File: config.mk
export PLATFORM = sky130hd
export DESIGN_NAME = aliased_csr_bank
export DESIGN_NICKNAME = d
export VERILOG_FILES = /design/src/rtl/acb_pkg.sv /design/src/rtl/acb_decode.sv /design/src/rtl/acb_alias_reg.sv /design/src/rtl/acb_flag_reg.sv /design/src/rtl/aliased_csr_bank.sv
export SDC_FILE = /design/constraint.sdc
export NUM_CORES = 1
export LEC_CHECK = 0
export BUFFER_PORTS_ARGS = -buffer_cell sky130_fd_sc_hd__buf_2
export CAP_MARGIN = 0
export CORE_UTILIZATION = 50
export CTS_CLUSTER_DIAMETER = 80
export CTS_CLUSTER_SIZE = 25
export DETAILED_ROUTE_END_ITERATION = 10
export PLACE_DENSITY = 0.72
export SETUP_SLACK_MARGIN = 0.2
export SLEW_MARGIN = 20
export SYNTH_ARGS = -nofsm -noshare
export SYNTH_HDL_FRONTEND = slang
export SYNTH_SLANG_ARGS = --single-unit
File: constraint.sdc
create_clock -name clk_i -period 2.3 [get_ports clk_i]
set_input_delay 0.115 -clock clk_i [delete_from_list [all_inputs] [get_ports clk_i]]
set_output_delay 0.115 -clock clk_i [all_outputs]
set_load 0.05 [all_outputs]
File: src/rtl/acb_pkg.sv
package acb_pkg;
  typedef enum logic [1:0] {OP_WR = 2'd0, OP_SET = 2'd1, OP_CLR = 2'd2, OP_TOG = 2'd3} alias_op_e;

  localparam int N_REG        = 8;
  localparam int IDX_THR_CTRL = 0;
  localparam int IDX_STATUS   = 1;
  localparam int IDX_TEMP     = 2;
  localparam int IDX_THR_VAL  = 3;
  localparam int IDX_MEAS     = 4;
  localparam int IDX_PERIOD   = 5;
  localparam int IDX_DIV      = 6;
  localparam int IDX_PUD      = 7;

  function automatic int slot_base(int idx);
    case (idx)
      IDX_THR_CTRL: return 'h000;
      IDX_STATUS:   return 'h010;
      IDX_TEMP:     return 'h020;
      IDX_THR_VAL:  return 'h030;
      IDX_MEAS:     return 'h200;
      IDX_PERIOD:   return 'h270;
      IDX_DIV:      return 'h280;
      default:      return 'h2B0;
    endcase
  endfunction
endpackage

File: src/rtl/acb_decode.sv
module acb_decode
  import acb_pkg::*;
#(
  parameter int ADDR_W = 12
) (
  input  logic [ADDR_W-1:0] addr_i,
  output logic [N_REG-1:0]  hit_o,
  output alias_op_e         op_o
);
  logic aligned;
  assign aligned = (addr_i[1:0] == 2'b00);
  assign op_o    = alias_op_e'(addr_i[3:2]);

  for (genvar i = 0; i < N_REG; i++) begin : g_hit
    localparam logic [ADDR_W-1:0] BASE = ADDR_W'(slot_base(i));
    assign hit_o[i] = aligned && (addr_i[ADDR_W-1:4] == BASE[ADDR_W-1:4]);
  end
endmodule

File: src/rtl/acb_alias_reg.sv
module acb_alias_reg
  import acb_pkg::*;
#(
  parameter int W = 32
) (
  input  logic         clk_i,
  input  logic         rst_ni,
  input  logic         wr_en_i,
  input  alias_op_e    op_i,
  input  logic [W-1:0] wdata_i,
  output logic [W-1:0] q_o
);
  logic [W-1:0] nxt;

  always_comb begin
    unique case (op_i)
      OP_WR:   nxt = wdata_i;
      OP_SET:  nxt = q_o | wdata_i;
      OP_CLR:  nxt = q_o & ~wdata_i;
      default: nxt = q_o ^ wdata_i;
    endcase
  end

  always_ff @(posedge clk_i or negedge rst_ni) begin
    if (!rst_ni)      q_o <= '0;
    else if (wr_en_i) q_o <= nxt;
  end
endmodule

File: src/rtl/acb_flag_reg.sv
module acb_flag_reg #(
  parameter int W = 32
) (
  input  logic         clk_i,
  input  logic         rst_ni,
  input  logic         clr_en_i,
  input  logic [W-1:0] clr_mask_i,
  input  logic [W-1:0] set_i,
  output logic [W-1:0] q_o
);
  logic [W-1:0] clr;
  assign clr = clr_en_i ? clr_mask_i : '0;

  // hardware set applied after the clear so it wins
  always_ff @(posedge clk_i or negedge rst_ni) begin
    if (!rst_ni) q_o <= '0;
    else         q_o <= (q_o & ~clr) | set_i;
  end
endmodule

File: src/rtl/aliased_csr_bank.sv
module aliased_csr_bank
  import acb_pkg::*;
#(
  parameter int ADDR_W = 12,
  parameter int DATA_W = 32,
  parameter int TEMP_W = 16
) (
  input  logic              clk_i,
  input  logic              rst_ni,
  input  logic              req_i,
  input  logic              we_i,
  input  logic [ADDR_W-1:0] addr_i,
  input  logic [DATA_W-1:0] wdata_i,
  output logic [DATA_W-1:0] rdata_o,
  input  logic [TEMP_W-1:0] temp_i,
  input  logic [DATA_W-1:0] flag_set_i,
  output logic [DATA_W-1:0] thr_ctrl_o,
  output logic [DATA_W-1:0] status_o,
  output logic [DATA_W-1:0] thr_val_o,
  output logic [DATA_W-1:0] meas_ctrl_o,
  output logic [DATA_W-1:0] period_o,
  output logic [DATA_W-1:0] ref_div_o,
  output logic [DATA_W-1:0] pud_ctrl_o
);
  localparam int PAD_W = DATA_W - TEMP_W;

  logic [N_REG-1:0]             hit;
  alias_op_e                    op;
  logic                         wr_en;
  logic [N_REG-1:0][DATA_W-1:0] reg_q;

  assign wr_en = req_i & we_i;

  acb_decode #(.ADDR_W(ADDR_W)) u_decode (
    .addr_i (addr_i),
    .hit_o  (hit),
    .op_o   (op)
  );

  for (genvar i = 0; i < N_REG; i++) begin : g_reg
    if (i == IDX_STATUS) begin : g_flag
      acb_flag_reg #(.W(DATA_W)) u_flag (
        .clk_i      (clk_i),
        .rst_ni     (rst_ni),
        .clr_en_i   (wr_en & hit[i] & ((op == OP_WR) | (op == OP_CLR))),
        .clr_mask_i (wdata_i),
        .set_i      (flag_set_i),
        .q_o        (reg_q[i])
      );
    end else if (i == IDX_TEMP) begin : g_ro
      assign reg_q[i] = {{PAD_W{1'b0}}, temp_i};
    end else begin : g_rw
      acb_alias_reg #(.W(DATA_W)) u_reg (
        .clk_i   (clk_i),
        .rst_ni  (rst_ni),
        .wr_en_i (wr_en & hit[i]),
        .op_i    (op),
        .wdata_i (wdata_i),
        .q_o     (reg_q[i])
      );
    end
  end

  always_comb begin
    rdata_o = '0;
    for (int i = 0; i < N_REG; i++) begin
      if (hit[i]) rdata_o = rdata_o | reg_q[i];
    end
  end

  assign thr_ctrl_o  = reg_q[IDX_THR_CTRL];
  assign status_o    = reg_q[IDX_STATUS];
  assign thr_val_o   = reg_q[IDX_THR_VAL];
  assign meas_ctrl_o = reg_q[IDX_MEAS];
  assign period_o    = reg_q[IDX_PERIOD];
  assign ref_div_o   = reg_q[IDX_DIV];
  assign pud_ctrl_o  = reg_q[IDX_PUD];
endmodule

; ---- Word-level counts from Yosys, hierarchy flattened
; Cells that the tools add are included.
[op_classes]
n_mux = 15
reduce_logical = 11
n_eq_ne = 9
bitwise = 39
[ops]
columns = op, count
row1 = $pmux 32 s3, 6
row2 = $or 32x32->32, 13
row3 = $mux 32, 9
row4 = $and 32x32->32, 7
row5 = $xor 32x32->32, 6
row6 = $not 32->32, 2
row7 = $eq 8x6->1 const B, 4
row8 = $or 32x16->32, 1
row9 = $eq 8x2->1 const B, 2
row10 = $and 1x1->1, 9
row11 = $eq 8x1->1 const B, 1
row12 = $logic_and 1x1->1, 8
row13 = $logic_not 8->1, 1
row14 = $logic_not 2->1, 2
row15 = $eq 2x1->1 const B, 1
row16 = $eq 2x2->1 const B, 1
row17 = $or 1x1->1, 1
[totals]
in_bits = 96
wordCells = 81
output_inout_bits = 256
ff_bits = 224

; ---- Depth between registers and ports, before layout
; Gate-level depths: netlist of run 1.
[depth]
word_depth = 17
ltp_mapped = 8
depth_no_buf = 6

; ---- Modules after synthesis
; Synthesis of run 1 repeated with hierarchy kept, for this count alone.
[hier_totals]
hier_cells = 2163
area_unflattened_um2 = 22367.7
[modules_own_cells]
columns = mod, cells_per_inst, area_per_inst_um2, seq_area_each_um2, instances
row1 = acb_alias_reg (g_reg[3].g_rw.u_reg ...), 311, 3291.9, 800.8, 5
row2 = acb_alias_reg (g_reg[0].g_rw.u_reg), 311, 3294.4, 800.8, 1
row3 = aliased_csr_bank, 181, 1288.7, 0.0, 1
row4 = acb_flag_reg, 99, 1194.9, 800.8, 1
row5 = acb_decode, 17, 130.1, 0.0, 1

; ---- Worst setup path before layout of run 1
; Ideal clock, no wire load.
[synth_path]
path_kind = input to output
startpoint = in addr_i[7]
endpoint = out rdata_o[22]
path_buffers = 3
t_arrival_ns = 2.468
path_slack_ns = -0.283
cell_stages = 7
path_cell_list = buf_6 -> or4_4 -> buf_6 -> nand2b_1 -> clkbuf_1 -> o22a_1 -> o21ai_0
[synth_via]
elab_chain_cells = 17
word_cells_on_any_way = 31
cone_classes = eq/ne: 7 / mux: 8 / bitwise: 7 / reduce/logical: 9
[synth_lines]
columns = element, line
row1 = start: declaration, aliased_csr_bank.sv:12  ; input logic [ADDR_W-1:0] addr_i,
row2 = $logic_not 8->1, acb_decode.sv:16  ; assign hit_o[i] = aligned && (addr_i[ADDR_W-1:4] == BASE[ADDR_W-1:4]);
row3 = $logic_and 1x1->1, acb_decode.sv:16
row4 = $mux 32, aliased_csr_bank.sv:67  ; if (hit[i]) rdata_o = rdata_o | reg_q[i];
row5 = $or 32x32->32, aliased_csr_bank.sv:67
row6 = $mux 32, aliased_csr_bank.sv:67
row7 = $or 32x16->32, aliased_csr_bank.sv:67
row8 = $mux 32, aliased_csr_bank.sv:67
row9 = $or 32x32->32, aliased_csr_bank.sv:67
row10 = $mux 32, aliased_csr_bank.sv:67
row11 = $or 32x32->32, aliased_csr_bank.sv:67
row12 = $mux 32, aliased_csr_bank.sv:67
row13 = $or 32x32->32, aliased_csr_bank.sv:67
row14 = $mux 32, aliased_csr_bank.sv:67
row15 = $or 32x32->32, aliased_csr_bank.sv:67
row16 = $mux 32, aliased_csr_bank.sv:67
row17 = $or 32x32->32, aliased_csr_bank.sv:67
row18 = $mux 32 *, aliased_csr_bank.sv:67
row19 = end: declaration, aliased_csr_bank.sv:14  ; output logic [DATA_W-1:0] rdata_o,
; Every way passes the cells marked *; elsewhere a longest branch is shown, timed or not.

; ---- Final worst setup path of run 1
[layout_path]
startpoint = in addr_i[5]
endpoint = out rdata_o[29]
; Same word-level chain as after synthesis.

==> out/results.ini, run 1 <==
[sta]
setup_viol=0
max_freq_mhz=478.1
worst_pin_slew_ps=809.0
setup_slack_ps=208.3
maxSlewHeadroom_pct=46.06
rsz0062_at_grt=yes
fin_crit_sh_pct=90.95
hold_viol_final=0
fin_crit_ps=2092
drv_slew=0
fin_skew_ps=0

[global_route]
overflow=0
grt_max_degree=117
grtUsageTotal_pct=32.57
antenna_found_initial=7
grt_pass1_vias=20340
grt_pass1_wl_um=111900

[die]
start_util_pct=51.21
core_mm2=0.04120
die_height_um=207.4
die_x_um=207.4
die_area_mm2=0.04302
ios=352
num_rows=74

[synth]
yosys_warnings=0
synthCells=2529
avgSynthCellArea_um2=8.343
yosysSeqAreaShare_pct=26.57
synth_nets=3009
synth_area_mm2=0.02110
synth-seq-cells=224
async_flop_share_pct=100.0
ys_types=43
synth_edf_count=0
synth_top_flop_cell=dfrtp_1

[setup_path]
worst-endpoint-required_ps=2180
worstPathMaxFanout=39
startpoint_type=input pin
r2r_setup_slack_ps=800
worstSetupPathType=input pin to output port
crit_path_end_kind=output port
r2r_cells=8
timing.rr.end=g_reg[6].g_rw.u_reg.q_o[26]$_DFFE_PN0P_
worstPathArrival_ps=1980
timing.rr.start=g_reg[6].g_rw.u_reg.q_o[26]$_DFFE_PN0P_

[min_path]
hold-path-cell-count=5
hold_path_end=g_reg[7].g_rw.u_reg.q_o[28]$_DFFE_PN0P_
hold_class=input pin to flop
hold_start=wdata_i[28]

[placement]
globalplace.congestion=0.8390
dpl.hpwl_um=48110
port_buffers=351
dpl_worst_slack_ps=19.23

[cells_and_area]
fin_nets=3374
fin_util_pct=62.51
syn2layout_area_growth_pct=22.08
layout-drive-gt1-share_pct=20.56

[drt]
ant_nets=0
routed_wl_um=72700
drc=0
post_drt_via_cell_ratio=5.921
vias=20420
drt_iter0_markers=1651
wl_per_cell_um=21.08
firstDrtPassIters=5

[power]
irDropWorstVdd_mv=0.5753
power_density_mw_per_mm2=401.6
static-leakage-power_nw=12.57
p_total_w=0.01034

[job]
cap_violations=0

[clocking]
cts_tree=yes
clockBufferDepth=3
cts.reportedPaths.clkPinSlew_ps=100
cts_sinks=224
cts_max_level=1
cts_buffers=21
cts-root-buf=clkbuf_16
clk_latency_ps=550

[outcome]
status=complete, no violations

## registers in the layout, summed over array words and instances (netlist names)
name                 cells
g.g_flag.u_flag.q_o     32
g.g_rw.u_reg.q_o       192
## report_power, final
part | internal (W) | switching [W] | total (W)
Combinational | 0.000751 | 0.00132 | 0.00207
Clock | 0.00220 | 0.00206 | 0.00426
Sequential | 0.00397 | 0.0000457 | 0.00401
Total | 0.00692 | 0.00342 | 0.0103
## critical path, cell delays in order
cell and delay [ps]:
buf_4 130, buf_12 210, nor2_4 510, buf_12 210, a22oi_1 80, o22a_1 220, o221ai_1 220, buf_4 240
## how the worst max path moves through the flow
stage | start | to | slack (ps)
floorplan | addr_i[4] | rdata_o[12] | -10
global placement | addr_i[8] | rdata_o[12] | 70
detailed placement | addr_i[8] | g_reg[0].g_rw.u_reg.q_o[2]$_DFFE_PN0P_ | 20
CTS | g_reg[6].g_rw.u_reg.q_o[21]$_DFFE_PN0P_ | rdata_o[21] | 130
global route | addr_i[5] | rdata_o[29] | 170
finish | addr_i[5] | rdata_o[29] | 210
## through the flow
stage	cell area, um2	hold slack, ps	cells	TNS [ps]
after floorplan	21170	-180.6	2529	-61.05
after global placement	23890	141.7	3313	0
after detailed placement	23890	143.5	3313	0
after CTS	25490	124.3	3426	0
after global routing	25750	174.7	3444	0
final	25760	139.5	3448	0
## placed cells by master, fill, tap and decap left out, types with 5 or more instances in the layout
| cell | n |
|---|---|
| nand2_1 | 224 |
| inv_1 | 224 |
| mux2_2 | 11 |
| nor3_1 | 192 |
| buf_12 | 31 |
| a22o_1 | 6 |
| mux4_2 | 14 |
| o22a_1 | 13 |
| nor2_1 | 69 |
| a2bb2oi_1 | 7 |
| a211oi_1 | 66 |
| clkbuf_16 | 22 |
| a21o_1 | 32 |
| dfrtp_1 | 219 |
| a22oi_1 | 24 |
| nor2b_1 | 193 |
| or3b_4 | 6 |
| mux2i_1 | 93 |
| buf_2 | 325 |
| a21oi_1 | 225 |
| o21ai_0 | 192 |
| a32oi_1 | 5 |
| dfrtp_2 | 5 |
| dlygate4sd3_1 | 65 |
| or4_4 | 6 |
| o211ai_1 | 12 |
| clkbuf_4 | 5 |
| buf_4 | 84 |
| a22oi_2 | 5 |
| nand3_1 | 50 |
| buf_6 | 7 |
| ha_1 | 384 |
| a211oi_2 | 36 |
| diode_2 | 7 |
## timing repair
action,in CTS,in global routing
cloned,1,2
hold buffers,65,0
pin swaps,2,17
setup buffers,9,13
endpoints found under the hold margin,126,0
gates resized for setup,25,40
endpoints found under the setup margin,30,32
## per-layer routing
layer,GRT usage (%),vias up,share of wire (%)
li1,-,9475,-
met1,40.01,9878,40
met2,54.00,828,47
met3,5.688,232,7.3
met4,18.37,2,6.1
met5,0,-,0.018
## cell families after synthesis
group / Yosys count / share of synthesized area, %
and+or+nand+nor: 762 / 17.93
AOI/OAI and AO/OA: 636 / 18.56
adders and majority gates: 384 / 22.77
DFF: 224 / 26.57
buffers and inverters: 405 / 7.680
muxes: 118 / 6.493
## Yosys cell counts (2+ instances only)
cell,number,area (um2)
o21ai_0,197,986.0
o211ai_1,12,90.09
mux4_2,14,315.3
or3b_2,6,52.55
nor2b_1,193,1207
nand2_1,225,844.6
o22a_1,13,113.9
o2111ai_1,2,17.52
clkbuf_1,143,536.8
a22oi_1,29,217.7
nor2_1,71,266.5
buf_6,10,112.6
mux2_2,11,123.9
nor3_1,194,970.9
or4_4,2,22.52
a211oi_1,72,540.5
a2bb2oi_1,7,61.31
o221ai_1,4,35.03
nand4_1,4,25.02
nand3_1,52,260.3
a32oi_1,5,43.79
a211oi_2,30,375.4
a21oi_1,226,1131
mux2i_1,93,930.9
or3_1,3,18.77
a21o_1,32,240.2
ha_1,384,4805
a22o_1,6,52.55
buf_2,20,100.1
buf_1,8,30.03
inv_1,224,840.8
or4_1,3,22.52
dfrtp_1,224,5605
## area by class of cell
class,instances,area [um2]
diodes,7,17.52
fillers,3470,15440
well taps,532,665.6
multi-input cells,1902,14100
clock buffers,22,539.3
clock inverters,16,269.0
repair buffers,521,3715
inverters,224,840.8
flip-flops and latches,224,5612
(Power assumes the default switching activity.)
==> run 2: changes to the inputs <==
Settings changed: SETUP_SLACK_MARGIN 0.2 to 0.5.
==> run 2 against run 1 <==
Against the previous run: worst hold slack got worse by 39 ps; final area increased by 3.7%; wire length increased by 1.4%; combinational power increased by 5%; fmax increased by 1.6%; clock skew unchanged; largest power group is now sequential cells; highest routed layer is now met4.
==> out/results.ini, run 2 (same netlist as run 1, synthesis figures left out) <==
[die]
core_mm2=0.04120  ; unchanged
die_height_um=207.4  ; unchanged
ios=352  ; unchanged
die_area_mm2=0.04302  ; unchanged
start_util_pct=51.21  ; unchanged
num_rows=74  ; unchanged
die_x_um=207.4  ; unchanged

[job]
cap_violations=0  ; unchanged

[global_route]
grt_max_degree=123  ; +5.1%
overflow=0  ; unchanged
grtUsageTotal_pct=33.13  ; +0.57 points
grt_pass1_wl_um=113900  ; +1.7%
grt_pass1_vias=20820  ; +2.3%
antenna_found_initial=0  ; -7

[drt]
post_drt_via_cell_ratio=5.944  ; +0.39%
drc=0  ; unchanged
drt_iter0_markers=1607  ; -2.7%
vias=20760  ; +1.7%
wl_per_cell_um=21.11  ; +0.11%
routed_wl_um=73730  ; +1.4%
ant_nets=0  ; unchanged
firstDrtPassIters=5  ; unchanged

[cells_and_area]
antenna_cells=0  ; -7
fillerInstances=3349  ; -3.5%
seqCellArea_mm2=0.005609  ; about the same
regMostFlops=g.g_rw.u_reg.q_o
reg_top3=g.g_rw.u_reg.q_o: 192 flops, g.g_flag.u_flag.q_o: 32 flops
multi_input_area_mm2=0.01452  ; +3.0%
syn2layout_area_growth_pct=26.57
fin_nets=3427  ; +1.6%
mostFrequentLayoutCell=ha_1
layout-drive-gt1-share_pct=23.61  ; +3.0 points
largest_register_ffs=192  ; unchanged
layout_common_cells=ha_1, buf_2, inv_1, dfrtp_1, a21oi_1

[min_path]
hold_class=input pin to flop

[power]
static-leakage-power_nw=12.99  ; +3.3%
p_total_w=0.01010  ; -2.3%
power_density_mw_per_mm2=378.3  ; -5.8%
irDropWorstVdd_mv=0.5113  ; -11%

[sta]
maxSlewHeadroom_pct=55.58  ; +9.5 points
hold_viol_final=0  ; unchanged
fin_hold_ws_ps=100.7  ; -38.82 ps
drv_slew=0  ; unchanged
fin_crit_sh_pct=89.52  ; -1.4 points
worst_pin_slew_ps=666.3  ; -142.7 ps
rsz0062_at_grt=yes
fin_crit_ps=2059  ; -32.68 ps
setup_viol=0  ; unchanged
max_freq_mhz=485.7  ; +1.6%
fin_skew_ps=0  ; unchanged
setup_slack_ps=240.9  ; +32.68 ps

[setup_path]
worstSetupPathType=flop to output port
startpoint_type=flop
crit_path_end_kind=output port
worstPathMaxFanout=2  ; -95%
worst-endpoint-required_ps=2180  ; about the same
worstPathArrival_ps=1940  ; -40 ps

[clocking]
clockBufferDepth=3  ; unchanged
cts-root-buf=clkbuf_16
cts_sinks=224  ; unchanged
cts_buffers=21  ; unchanged
cts_tree=yes
cts_max_level=1  ; unchanged
clk_latency_ps=550  ; about the same
cts.reportedPaths.clkPinSlew_ps=80  ; -20 ps

[outcome]
status=complete, no violations

[placement]
port_buffers=351  ; unchanged
dpl_worst_slack_ps=30.58  ; +11.35 ps
dpl.hpwl_um=48330  ; +0.47%
globalplace.congestion=0.8703  ; +3.7%

[run 2: path summary, 6_finish.rpt]
| check | startpoint | endpoint | slack [ps] | depth (start not counted) |
|---|---|---|---|---|
| setup reg to reg | g_reg[0].g_rw.u_reg.q_o[9]$_DFFE_PN0P_ | g_reg[0].g_rw.u_reg.q_o[9]$_DFFE_PN0P_ | 760 | 8 |
| hold reg to reg | g_reg[1].g_flag.u_flag.q_o[17]$_DFF_PN0_ | g_reg[1].g_flag.u_flag.q_o[17]$_DFF_PN0_ | 500 | 1 |
| setup / recovery | g_reg[3].g_rw.u_reg.q_o[10]$_DFFE_PN0P_ | rdata_o[10] | 240 | 4 |
| hold / removal | addr_i[2] | g_reg[3].g_rw.u_reg.q_o[8]$_DFFE_PN0P_ | 100 | 3 |
| max in group asynchronous | rst_ni | g_reg[5].g_rw.u_reg.q_o[20]$_DFFE_PN0P_ | 1350 | 3 |
| min in group asynchronous | rst_ni | g_reg[1].g_flag.u_flag.q_o[2]$_DFF_PN0_ | 150 | 2 |
[run 2: final cells by class]
type	count	area share, %
clock buffer	23	1.996
inverter	224	3.148
multi-input combinational	1902	54.36
sequential	224	21.00
timing repair buffer	574	16.34
tap	532	2.493
clock inverter	14	0.6606
[run 2: power by group]
part | internal, W | switching, W | leakage [nW]
Combinational | 0.000824 | 0.00136 | 10.5
Sequential | 0.00397 | 0.0000454 | 2.13
Clock | 0.00198 | 0.00193 | 0.330
[run 2: metrics by stage]
stage	utilization (%)	setup TNS (ps)	cell area [um2]	std cells
4_1_cts	64.05	0	26390	3476
2_1_floorplan	-	-61.05	21400	2529
3_3_place_gp	58.29	0	24020	3310
6_report	64.82	0	26710	3493
3_5_place_dp	58.29	0	24020	3310
5_1_grt	64.82	0	26710	3493
[run 2: what timing repair did]
| item | CTS | global route |
|---|---|---|
| gates resized for setup | 128 | 34 |
| endpoints found under the hold margin | 94 | 0 |
| buffers inserted | 61 | 16 |
| pin swaps | 41 | 24 |
| hold buffers | 65 | 0 |
| setup endpoints to repair | 32 | 32 |
| gates cloned | 3 | 1 |
[run 2: layer usage]
layer  up-vias  GRT usage [%]  wire length, um
met5         -              0                0
met3       218          5.809             5234
li1       9587              -                -
met2       842          55.96            35070
met4         0          17.14             3927
met1     10120          40.43            29490
[run 2: worst max-delay path, cell delays in order, from the launching register on]
cell     delay [ps]
dfrtp_1         420
mux4_2          540
a22oi_2         160
a21oi_2         100
buf_6           170
